### config.mk
export PLATFORM = sky130hd
export DESIGN_NAME = scl_period_gen
export DESIGN_NICKNAME = d
export VERILOG_FILES = /design/src/rtl/scl_gen_pkg.sv /design/src/rtl/scl_sync.sv /design/src/rtl/scl_cnt_sel.sv /design/src/rtl/scl_phase_fsm.sv /design/src/rtl/scl_period_gen.sv
export SDC_FILE = /design/constraint.sdc
export NUM_CORES = 1
export LEC_CHECK = 0
export BUFFER_PORTS_ARGS = -buffer_cell sky130_fd_sc_hd__buf_2
export CORE_UTILIZATION = 56
export CTS_CLUSTER_DIAMETER = 50
export DETAILED_ROUTE_END_ITERATION = 12
export PLACE_DENSITY_LB_ADDON = 0.25
export SYNTH_ARGS = -nofsm -noshare
export SYNTH_HDL_FRONTEND = slang
export SYNTH_HIERARCHICAL = 1
export SYNTH_SLANG_ARGS = --single-unit
### constraint.sdc
create_clock -name clk -period 3 [get_ports clk]
set_input_delay 0.6 -clock clk [delete_from_list [all_inputs] [get_ports clk]]
set_output_delay 0.6 -clock clk [all_outputs]
set_load 0.02 [all_outputs]
### src/rtl/scl_gen_pkg.sv
package scl_gen_pkg;
  typedef enum logic [1:0] {
    PH_IDLE = 2'd0,
    PH_LOW  = 2'd1,
    PH_WAIT = 2'd2,
    PH_HIGH = 2'd3
  } phase_e;

  localparam logic [1:0] SPEED_FAST = 2'b10;
endpackage

### src/rtl/scl_sync.sv
module scl_sync #(
  parameter int STAGES = 2
) (
  input  logic clk,
  input  logic rst_n,
  input  logic raw_in,
  output logic synced
);
  logic [STAGES-1:0] chain;

  for (genvar g = 0; g < STAGES; g++) begin : g_stage
    if (g == 0) begin : g_first
      always_ff @(posedge clk) begin
        if (!rst_n) chain[0] <= 1'b0;
        else        chain[0] <= raw_in;
      end
    end else begin : g_next
      always_ff @(posedge clk) begin
        if (!rst_n) chain[g] <= 1'b0;
        else        chain[g] <= chain[g-1];
      end
    end
  end

  assign synced = chain[STAGES-1];
endmodule

### src/rtl/scl_cnt_sel.sv
module scl_cnt_sel
  import scl_gen_pkg::*;
#(
  parameter int CNT_W   = 16,
  parameter int MIN_CNT = 6
) (
  input  logic             clk,
  input  logic             rst_n,
  input  logic             load,
  input  logic [1:0]       speed_code,
  input  logic [CNT_W-1:0] std_hi,
  input  logic [CNT_W-1:0] std_lo,
  input  logic [CNT_W-1:0] fast_hi,
  input  logic [CNT_W-1:0] fast_lo,
  output logic [CNT_W-1:0] hi_lim,
  output logic [CNT_W-1:0] lo_lim
);
  localparam int NPAIR = 2;
  localparam logic [CNT_W-1:0] FLOOR = CNT_W'(MIN_CNT);

  logic             use_fast;
  logic [CNT_W-1:0] pick   [NPAIR];
  logic [CNT_W-1:0] shadow [NPAIR];

  assign use_fast = (speed_code == SPEED_FAST);
  assign pick[0]  = use_fast ? fast_hi : std_hi;
  assign pick[1]  = use_fast ? fast_lo : std_lo;

  for (genvar g = 0; g < NPAIR; g++) begin : g_pair
    logic [CNT_W-1:0] floored;
    assign floored = (pick[g] < FLOOR) ? FLOOR : pick[g];
    always_ff @(posedge clk) begin
      if (!rst_n)    shadow[g] <= FLOOR;
      else if (load) shadow[g] <= floored;
    end
  end

  assign hi_lim = shadow[0];
  assign lo_lim = shadow[1];

  a_r8_hold_while_running: assert property (@(posedge clk) disable iff (!rst_n)
    (!load && $past(!load)) |-> ($stable(hi_lim) && $stable(lo_lim)));
  a_r7_floor_kept: assert property (@(posedge clk) disable iff (!rst_n)
    (hi_lim >= FLOOR) && (lo_lim >= FLOOR));
endmodule

### src/rtl/scl_phase_fsm.sv
module scl_phase_fsm
  import scl_gen_pkg::*;
#(
  parameter int CNT_W       = 16,
  parameter int SYNC_STAGES = 2,
  parameter int HI_OVH      = 8
) (
  input  logic             clk,
  input  logic             rst_n,
  input  logic             en,
  input  logic             line_hi,
  input  logic [CNT_W-1:0] hi_lim,
  input  logic [CNT_W-1:0] lo_lim,
  output logic             drive_low,
  output logic             tick_fall,
  output logic             tick_rise,
  output logic             idle
);
  localparam int CW      = CNT_W + 1;
  localparam int HI_TAIL = HI_OVH - SYNC_STAGES - 1;

  phase_e        ph;
  logic [CW-1:0] cnt;
  logic [CW-1:0] lo_end;
  logic [CW-1:0] hi_end;

  assign lo_end = {1'b0, lo_lim};
  assign hi_end = {1'b0, hi_lim} + CW'(HI_TAIL - 1);

  always_ff @(posedge clk) begin
    if (!rst_n || !en) begin
      ph  <= PH_IDLE;
      cnt <= '0;
    end else begin
      unique case (ph)
        PH_IDLE: begin
          ph  <= PH_LOW;
          cnt <= '0;
        end
        PH_LOW: begin
          if (cnt == lo_end) begin
            ph  <= PH_WAIT;
            cnt <= '0;
          end else cnt <= cnt + 1'b1;
        end
        PH_WAIT: begin
          if (line_hi) begin
            ph  <= PH_HIGH;
            cnt <= '0;
          end
        end
        PH_HIGH: begin
          if (cnt == hi_end) begin
            ph  <= PH_LOW;
            cnt <= '0;
          end else cnt <= cnt + 1'b1;
        end
        default: begin
          ph  <= PH_IDLE;
          cnt <= '0;
        end
      endcase
    end
  end

  assign drive_low = (ph == PH_LOW);
  assign tick_fall = (ph == PH_LOW)  && (cnt == '0);
  assign tick_rise = (ph == PH_HIGH) && (cnt == '0);
  assign idle      = (ph == PH_IDLE);

  a_r1_release_when_off: assert property (@(posedge clk) disable iff (!rst_n)
    !en |=> !drive_low);
  a_r9_ticks_exclusive: assert property (@(posedge clk) disable iff (!rst_n)
    $onehot0({tick_fall, tick_rise}));
  a_r9_fall_while_low: assert property (@(posedge clk) disable iff (!rst_n)
    tick_fall |-> drive_low);
  a_r5_rise_after_line: assert property (@(posedge clk) disable iff (!rst_n)
    tick_rise |-> $past(line_hi));
  a_r3_low_bounded: assert property (@(posedge clk) disable iff (!rst_n)
    drive_low |-> (cnt <= lo_end));
endmodule

### src/rtl/scl_period_gen.sv
module scl_period_gen
  import scl_gen_pkg::*;
#(
  parameter int CNT_W       = 16,
  parameter int MIN_CNT     = 6,
  parameter int SYNC_STAGES = 2,
  parameter int HI_OVH      = 8
) (
  input  logic             clk,
  input  logic             rst_n,
  input  logic             gen_en,
  input  logic [1:0]       speed_code,
  input  logic [CNT_W-1:0] std_hi_cnt,
  input  logic [CNT_W-1:0] std_lo_cnt,
  input  logic [CNT_W-1:0] fast_hi_cnt,
  input  logic [CNT_W-1:0] fast_lo_cnt,
  input  logic             scl_sense,
  output logic             scl_drive_low,
  output logic             bit_tick_fall,
  output logic             bit_tick_rise
);
  logic             line_hi;
  logic             idle;
  logic [CNT_W-1:0] hi_lim;
  logic [CNT_W-1:0] lo_lim;

  scl_sync #(.STAGES(SYNC_STAGES)) u_sync (
    .clk    (clk),
    .rst_n  (rst_n),
    .raw_in (scl_sense),
    .synced (line_hi)
  );

  scl_cnt_sel #(.CNT_W(CNT_W), .MIN_CNT(MIN_CNT)) u_sel (
    .clk        (clk),
    .rst_n      (rst_n),
    .load       (idle),
    .speed_code (speed_code),
    .std_hi     (std_hi_cnt),
    .std_lo     (std_lo_cnt),
    .fast_hi    (fast_hi_cnt),
    .fast_lo    (fast_lo_cnt),
    .hi_lim     (hi_lim),
    .lo_lim     (lo_lim)
  );

  scl_phase_fsm #(
    .CNT_W       (CNT_W),
    .SYNC_STAGES (SYNC_STAGES),
    .HI_OVH      (HI_OVH)
  ) u_fsm (
    .clk       (clk),
    .rst_n     (rst_n),
    .en        (gen_en),
    .line_hi   (line_hi),
    .hi_lim    (hi_lim),
    .lo_lim    (lo_lim),
    .drive_low (scl_drive_low),
    .tick_fall (bit_tick_fall),
    .tick_rise (bit_tick_rise),
    .idle      (idle)
  );

  a_r2_start_low: assert property (@(posedge clk) disable iff (!rst_n)
    (gen_en && idle) |=> (scl_drive_low && bit_tick_fall));
endmodule

==> results.ini, run 1 <==
[status]
run_status=finished clean

[setup_path]
max_stage_delay_ns=0.53
path_cells=ha_1, and3_1, a31o_2, a21bo_2, a31oi_1, o41a_1, buf_4, o211ai_1, a31oi_1
cp_common_cell=a31oi_1
critPathCaptureType=flop
critPathKind=flop to flop
worst-endpoint-arrival_ns=2.97
r2r_cells=9
slowest_stage=o41a_1
r2r_slack_ns=0.28
worstReg2RegStart=u_sel/shadow[0][2]
r2r-end=u_fsm/cnt[14]
critPathRequiredTime_ns=3.25
cp_max_fo=13
worstSetupStartpointType=flop

[cells_and_area]
drive_gt1_frac=0.207
finalInstanceArea_sq_um=4090
diodes=0
fill_cells=551
fin_nets=569
area_growth_pct=12.1
mostFrequentLayoutCell=nand2_1
seqCellArea_sq_um=1380
final_cell_mix=89 x nand2_1, 72 x buf_2, 32 x edfxtp_1
multi_input_area_sq_um=2070

[detailed_routing]
drc=0
wl_um=8870
drtIter0Drc=371
routedWlPerCell_um=15.6
ant_nets=0
vias_per_cell=6.10
num_vias=3469
dr.pass1.iters=6

[floorplanning]
dieArea_sq_um=6840
rows=29
core_sq_um=6310
die_w_um=82.7
die_h_um=82.7
initial_core_util=0.577
num_io_pins=73

[clock_tree]
cts_sinks=53
clk_latency_ns=0.31
postCtsHoldBufs=0
clkTransAtPathRegs_ns=0.11
cts_resized=0
cts-root-buf=clkbuf_8
cts_inserted_buffers=5
htreeDepth=2
clk_path_buf_depth=2
cts_setup_buffers=0
cts_tree=done

[sta]
rsz0062_at_grt=false
finalCritPeriodShare=0.907
slew_headroom=0.367
drv_slew=0
fin_worst_skew_ns=0.0185
tightest_slew_ns=0.950
post-route-min-period_ns=2.72
hold_viol_final=0
finalSetupViolCount=0
fin_ws_ns=0.278
final.setup.tns_ns=0
max_freq_mhz=367
hold_ws_ns=0.447

[worst_hold_path]
min-delay-path-class=flop to flop
hold_depth=1
worstHoldStart=u_sync/chain[0]
min_delay_worst_endpoint=u_sync/synced

[global_route]
grt_max_degree=33
grt_util_all_layers=0.272
antenna_found_initial=0
grt_pass1_vias=2999
grt_first_pass_wirelength_um=13800
grt_overflow=0

[placed_design]
dp_slack_ns=0.317
globalplace.congestion=0.885
io_buffers=72
dp_hpwl_um=6660
dpl-instance-area_sq_um=4000

[yosys]
synth.net_count=515
yosys_warnings=6
synth-async-reset-ratio=0
syn_avg_cell_area_sq_um=8.34
synth_flop_cell=edfxtp_1
ys_seq_area_frac=0.379
syn_inst=437
netlist_area_sq_um=3650
synth-edff-count=32
synthDistinctLibCells=49
synth_seq_cells=53

[power_and_ir_drop]
ir_drop_uv=258
power_density_nw_per_um2=384
leakagePower_nw=1.70
power.total_mw=1.57

[job]
maxCapViolCount=0

==> flip-flops by register name (all words and copies together), names as in the netlist <==
name,cells
u_fsm/cnt,17
u_sync/synced,1
u_sel/shadow,32
u_sync/chain,1
u_fsm/ph,2
==> synthesized netlist by cell type (all sizes together) (11+ instances only) <==
cell / instances / area (sq um)
nand2: 89 / 334
edfxtp: 32 / 961
a21oi: 29 / 145
nor3: 25 / 125
xor2: 22 / 193
clkbuf: 21 / 78.8
dfxtp: 21 / 420
nand3: 19 / 95.1
and3: 18 / 113
nor4: 18 / 138
xnor2: 15 / 131
buf: 13 / 90.1
nand4: 13 / 81.3
nor2: 11 / 41.3
==> worst max path at each step <==
stage | start | end | slack [ns] | cells after the start
global route | u_fsm/cnt[15] | u_fsm/cnt[15] | 0.09 | 8
global placement | u_fsm/cnt[15] | u_fsm/cnt[13] | 0.39 | 8
detailed placement | u_fsm/cnt[15] | u_fsm/cnt[13] | 0.32 | 8
floorplan | u_sel/shadow[0][2] | u_fsm/cnt[13] | 0.65 | 10
CTS | u_sel/shadow[0][2] | u_fsm/cnt[14] | 0.30 | 9
finish | u_sel/shadow[0][2] | u_fsm/cnt[14] | 0.28 | 9
==> kinds of logic (layout without fill, tap and decap cells) <==
kind of cell,after synthesis,count (layout),share of synthesized area
fa+ha+maj,8,8,0.0275
xor+xnor,37,37,0.0889
flops,53,53,0.379
simple gates,214,214,0.293
compound gates,84,84,0.159
buf+inv,41,96,0.0535
==> worst max-delay path, delay by kind of cell (launching register included) <==
kind | cells | cell delay, ns
compound gates | 6 | 1.48
fa+ha+maj | 1 | 0.26
buf+inv | 1 | 0.25
flops | 1 | 0.45
simple gates | 1 | 0.22
==> area by class of cell <==
type	count	share of cell area
sequential	53	0.338
clock inverter	2	0.00337
clock buffer	6	0.0178
tap	77	0.0236
inverter	7	0.00643
multi-input combinational	343	0.506
timing repair buffer	81	0.105
==> power by group <==
group          internal, mW  switching [mW]  total, mW
Clock                 0.167           0.238      0.405
Combinational         0.122           0.163      0.285
Sequential            0.835          0.0429      0.878
Total                  1.12           0.444       1.57
==> per-layer routing <==
metal | GRT usage | routed length [um]
met5 | 0 | 0
met4 | 0.114 | 214
met3 | 0.0495 | 654
met2 | 0.438 | 4150
met1 | 0.358 | 3850
==> through the flow <==
| stage | utilization | cells |
|---|---|---|
| after CTS | 0.647 | 569 |
| final | 0.647 | 569 |
| after global routing | 0.647 | 569 |
| after global placement | 0.634 | 561 |
| after detailed placement | 0.634 | 561 |
| after floorplan | - | 437 |
Power figures use the tool's default switching activity.
==> run 2: changes to the inputs <==
Settings changed: CORE_ASPECT_RATIO from default to 0.7, GPL_ROUTABILITY_DRIVEN from default to 1.
==> run 2 against run 1 <==
  * Final cell count decreased by 0.18%
  * Utilization increased by 0.86 points
  * Total power increased by 4.8%
  * Sequential power increased by 0.6%
  * Via count increased by 2.7%
  * Setup slack improved by 0.028 ns
  * Non-clock buffer count decreased by 2
  * Combinational power about the same
  * Clock power increased by 18%
  * Global-route usage increased by 2.0 points
  * Flip-flop and latch count unchanged
  * Largest power group unchanged
  * Highest routed layer unchanged
==> results.ini, run 2 (synthesized netlist as in run 1, its figures left out) <==
[worst_hold_path]
min-delay-path-class=flop to flop

[placed_design]
io_buffers=72
dp_hpwl_um=7220
globalplace.congestion=0.896

[setup_path]
critPathCaptureType=flop
max_stage_delay_ns=0.45
cp_max_fo=15
worst-endpoint-arrival_ns=2.93
critPathKind=flop to flop
worstSetupStartpointType=flop
slowest_stage=edfxtp_1
path_cells=ha_1, and3_1, a31o_2, a21bo_2, a31oi_1, o41a_1, buf_4, o211ai_1, a31oi_1
cp_common_cell=a31oi_1
r2r_slack_ns=0.31
critPathRequiredTime_ns=3.23

[floorplanning]
dieArea_sq_um=6840
initial_core_util=0.584
num_io_pins=73
core_sq_um=6250
rows=24
die_w_um=98.4
die_h_um=69.5

[detailed_routing]
routedWlPerCell_um=16.7
num_vias=3564
drc=0
dr.pass1.iters=5
wl_um=9500
vias_per_cell=6.27
ant_nets=0
drtIter0Drc=320

[global_route]
grt_use_met2=0.448
grt_pass1_vias=3252
grt_first_pass_wirelength_um=15800
antenna_found_initial=0
met3_usage=0.0534
grt_overflow=0
grt_util_all_layers=0.291
grt_util_met1=0.427
grt.busiest_layer=met2
grt_max_degree=35

[clock_tree]
cts_sinks=53
clkTransAtPathRegs_ns=0.09
clk_latency_ns=0.30
htreeDepth=2
cts_setup_buffers=0
clk_path_buf_depth=2
cts-root-buf=clkbuf_8
cts_tree=done
postCtsHoldBufs=0
cts_inserted_buffers=5
cts_resized=0

[cells_and_area]
largest_register_ff_count=32
final_cell_mix=89 x nand2_1, 72 x buf_2, 32 x edfxtp_1
mostFrequentLayoutCell=nand2_1
drive_gt1_frac=0.204
area_growth_pct=12.4
top_regs=u_sel/shadow: 32 flops, u_fsm/cnt: 17 flops, u_fsm/ph: 2 flops
fin_nets=567
diodes=0
largest_register=u_sel/shadow

[status]
run_status=finished clean

[sta]
rsz0062_at_grt=false
tightest_slew_ns=1.09
final.setup.tns_ns=0
drv_slew=0
finalCritPeriodShare=0.898
hold_ws_ns=0.455
hold_viol_final=0
post-route-min-period_ns=2.69
fin_worst_skew_ns=0.00623
max_freq_mhz=371
slew_headroom=0.271
finalSetupViolCount=0

[power_and_ir_drop]
ir_drop_uv=226
leakagePower_nw=1.69
power_density_nw_per_um2=401

[job]
maxCapViolCount=0

run 2: critical path, delay by kind of cell, from the launching register on:
family | cells | cell delay (ns)
flops | 1 | 0.45
compound gates | 6 | 1.40
buf+inv | 1 | 0.29
fa+ha+maj | 1 | 0.26
simple gates | 1 | 0.22
run 2: worst paths after layout:
check                                     end  cells after the start               start
worst max-delay path            u_fsm/cnt[14]                      9  u_sel/shadow[0][2]
worst min-delay path            u_sync/synced                      1     u_sync/chain[0]
worst max register to register  u_fsm/cnt[14]                      9  u_sel/shadow[0][2]
worst min register to register  u_sync/synced                      1     u_sync/chain[0]
run 2: per-layer routing:
| metal | wire length (um) | vias to the layer above | part of all wire |
|---|---|---|---|
| li1 | - | 1699 | - |
| met1 | 4500 | 1693 | 0.47 |
| met2 | 4160 | 156 | 0.44 |
| met3 | 712 | 16 | 0.075 |
| met4 | 129 | 0 | 0.014 |
| met5 | 0 | - | 0 |
run 2: power by group:
group	switching (mW)	leakage [nW]	internal [mW]	total, mW
sequential	0.0473	0.525	0.836	0.883
combinational	0.163	1.11	0.121	0.285
clock	0.231	0.0518	0.246	0.476
total	0.441	1.69	1.20	1.64
run 2: layout make-up:
type,instances,area [sq um]
clock buffer,5,68.8
fill,535,2150
sequential,53,1380
multi-input combinational,343,2070
clock inverter,3,41.3
tap,78,97.6
inverter,7,26.3
timing repair buffer,79,413
run 2: metrics by stage:
| stage | worst slack [ns] | instance area, sq um | total power [mW] | util | cells |
|---|---|---|---|---|---|
| 2_1_floorplan | 0.655 | 3650 | 1.07 | - | 437 |
| 3_3_place_gp | 0.471 | 3990 | 1.17 | 0.638 | 560 |
| 3_5_place_dp | 0.364 | 3990 | 1.18 | 0.638 | 560 |
| 4_1_cts | 0.335 | 4100 | 1.65 | 0.656 | 568 |
| 5_1_grt | 0.156 | 4100 | 1.72 | 0.656 | 568 |
| 6_report | 0.306 | 4100 | 1.64 | 0.656 | 568 |
==> run 3: changes to the inputs <==
Settings changed: ABC_CLOCK_PERIOD_IN_PS from default to 3000, CORE_MARGIN from default to 4, REMOVE_ABC_BUFFERS from default to 1.
==> run 3 against run 2 <==
  * Cell area increased by 0.85%
  * Register-to-register slack hardly changed
  * Utilization is 0.24 points higher
  * Clock skew rose by 0.0052 ns
  * Flip-flop and latch count stayed put
  * Sequential share of layout area fell by 0.29 points
  * Via count fell by 1.5%
  * Highest routed layer unchanged
==> results.ini, run 3 (synthesized netlist as in run 1, its figures left out) <==
[clock_tree]
cts_inserted_buffers=5
clkTransAtPathRegs_ns=0.10
cts_tree=done
cts_setup_buffers=0
postCtsHoldBufs=0
htreeDepth=2
clk_latency_ns=0.31
cts-root-buf=clkbuf_8
cts_sinks=53
clk_path_buf_depth=2
cts_resized=0

[global_route]
grt_max_degree=33
grt_overflow=0
grt_pass1_vias=3205
grt_first_pass_wirelength_um=15600
grt_util_all_layers=0.247
antenna_found_initial=0

[floorplanning]
initial_core_util=0.581
die_h_um=75.5
dieArea_sq_um=7890
die_w_um=104
core_sq_um=6280
rows=24
num_io_pins=73

[setup_path]
path_buf_inv=1
path_cells=xnor2_1, or3_1, a211oi_2, o221ai_1, o41a_1, buf_4, o2111ai_1, nand3_1
slowest_stage=o41a_1
worstSetupStartpointType=flop
critPathKind=flop to flop
max_stage_delay_ns=0.56
critPathRequiredTime_ns=3.20
critPathCaptureType=flop
cp_max_fo=17
critPathTopFamily=compound AO/OA/AOI/OAI gates
worst-endpoint-arrival_ns=2.89

[power_and_ir_drop]
switching_share=0.272
ir_drop_uv=205
p_switching_uw=452
p_comb_frac=0.173
seqPwrFrac=0.531
p_int_mw=1.21
power_density_nw_per_um2=402
power.share.clock=0.296
leakagePower_nw=1.72

[cells_and_area]
diodes=0
top_regs=u_sel/shadow: 32 flops, u_fsm/cnt: 17 flops, u_fsm/ph: 2 flops
final_core_util=0.658
mostFrequentLayoutCell=nand2_1
final_cell_mix=89 x nand2_1, 72 x buf_2, 32 x edfxtp_1
finalInstanceArea_sq_um=4130
fin_nets=571
drive_gt1_frac=0.213
area_growth_pct=13.3
largest_register=u_sel/shadow
largest_register_ff_count=32

[detailed_routing]
drtIter0Drc=379
drc=0
dr.pass1.iters=5
routedWlPerCell_um=16.7
vias_per_cell=6.13
num_vias=3509
wl_um=9550
ant_nets=0

[sta]
post-route-min-period_ns=2.68
tightest_slew_ns=1.01
fin_worst_skew_ns=0.0114
drv_slew=0
hold_viol_final=0
max_freq_mhz=373
hold_ws_ns=0.444
slew_headroom=0.326
final.setup.tns_ns=0
finalCritPeriodShare=0.895
rsz0062_at_grt=false
finalSetupViolCount=0

[placed_design]
dp_hpwl_um=7240
dpl-instance-area_sq_um=4020
io_buffers=72
globalplace.congestion=0.945

[worst_hold_path]
min-delay-path-class=flop to flop

[status]
run_status=finished clean

[job]
maxCapViolCount=0

run 3: cell count changes in the layout (fill, tap and decap cells not counted), sizes merged:
| cell | previous run | this run |
|---|---|---|
| buf | 79 | 83 |
run 3: power by group through the flow:
stage,Sequential (mW),Combinational [mW],Clock [mW]
after floorplan,0.884,0.171,0
after global placement,0.896,0.275,0
after detailed placement,0.898,0.282,0
after CTS,0.881,0.284,0.500
after global routing,0.890,0.317,0.526
final,0.881,0.287,0.491
run 3: per-stage QoR:
stage	std cells	total power [mW]	worst slack, ns
2_1_floorplan	403	1.05	0.439
3_3_place_gp	564	1.17	0.490
3_5_place_dp	564	1.18	0.374
4_1_cts	572	1.67	0.357
5_1_grt	572	1.73	0.148
6_report	572	1.66	0.316
run 3: worst paths after layout:
path / cells past startpoint / slack [ns] / end / from
setup / recovery: 8 / 0.32 / u_fsm/cnt[15] / u_fsm/cnt[15]
setup reg to reg: 8 / 0.32 / u_fsm/cnt[15] / u_fsm/cnt[15]
hold / removal: 1 / 0.44 / u_sync/synced / u_sync/chain[0]
hold reg to reg: 1 / 0.44 / u_sync/synced / u_sync/chain[0]
run 3: final cells by class:
| class | count | area [sq um] |
|---|---|---|
| fill | 525 | 2140 |
| inverter | 7 | 26.3 |
| timing repair buffer | 83 | 443 |
| clock buffer | 5 | 68.8 |
| sequential | 53 | 1380 |
| clock inverter | 3 | 46.3 |
| multi-input combinational | 343 | 2070 |
| tap | 78 | 97.6 |
run 3: worst register-to-register path: stages (launching register included):
cell       delay, ns
dfxtp_1         0.52
xnor2_1         0.16
or3_1           0.37
a211oi_2        0.23
o221ai_1        0.19
o41a_1          0.56
buf_4           0.26
o2111ai_1       0.20
nand3_1         0.10
run 3: layer usage:
metal  vias to the layer above  GRT usage  routed length (um)
met5                         -          0                   0
met4                         0     0.0752                 193
met3                        22     0.0390                 820
met2                       167      0.394                4140
met1                      1623      0.352                4400
li1                       1697          -                   -
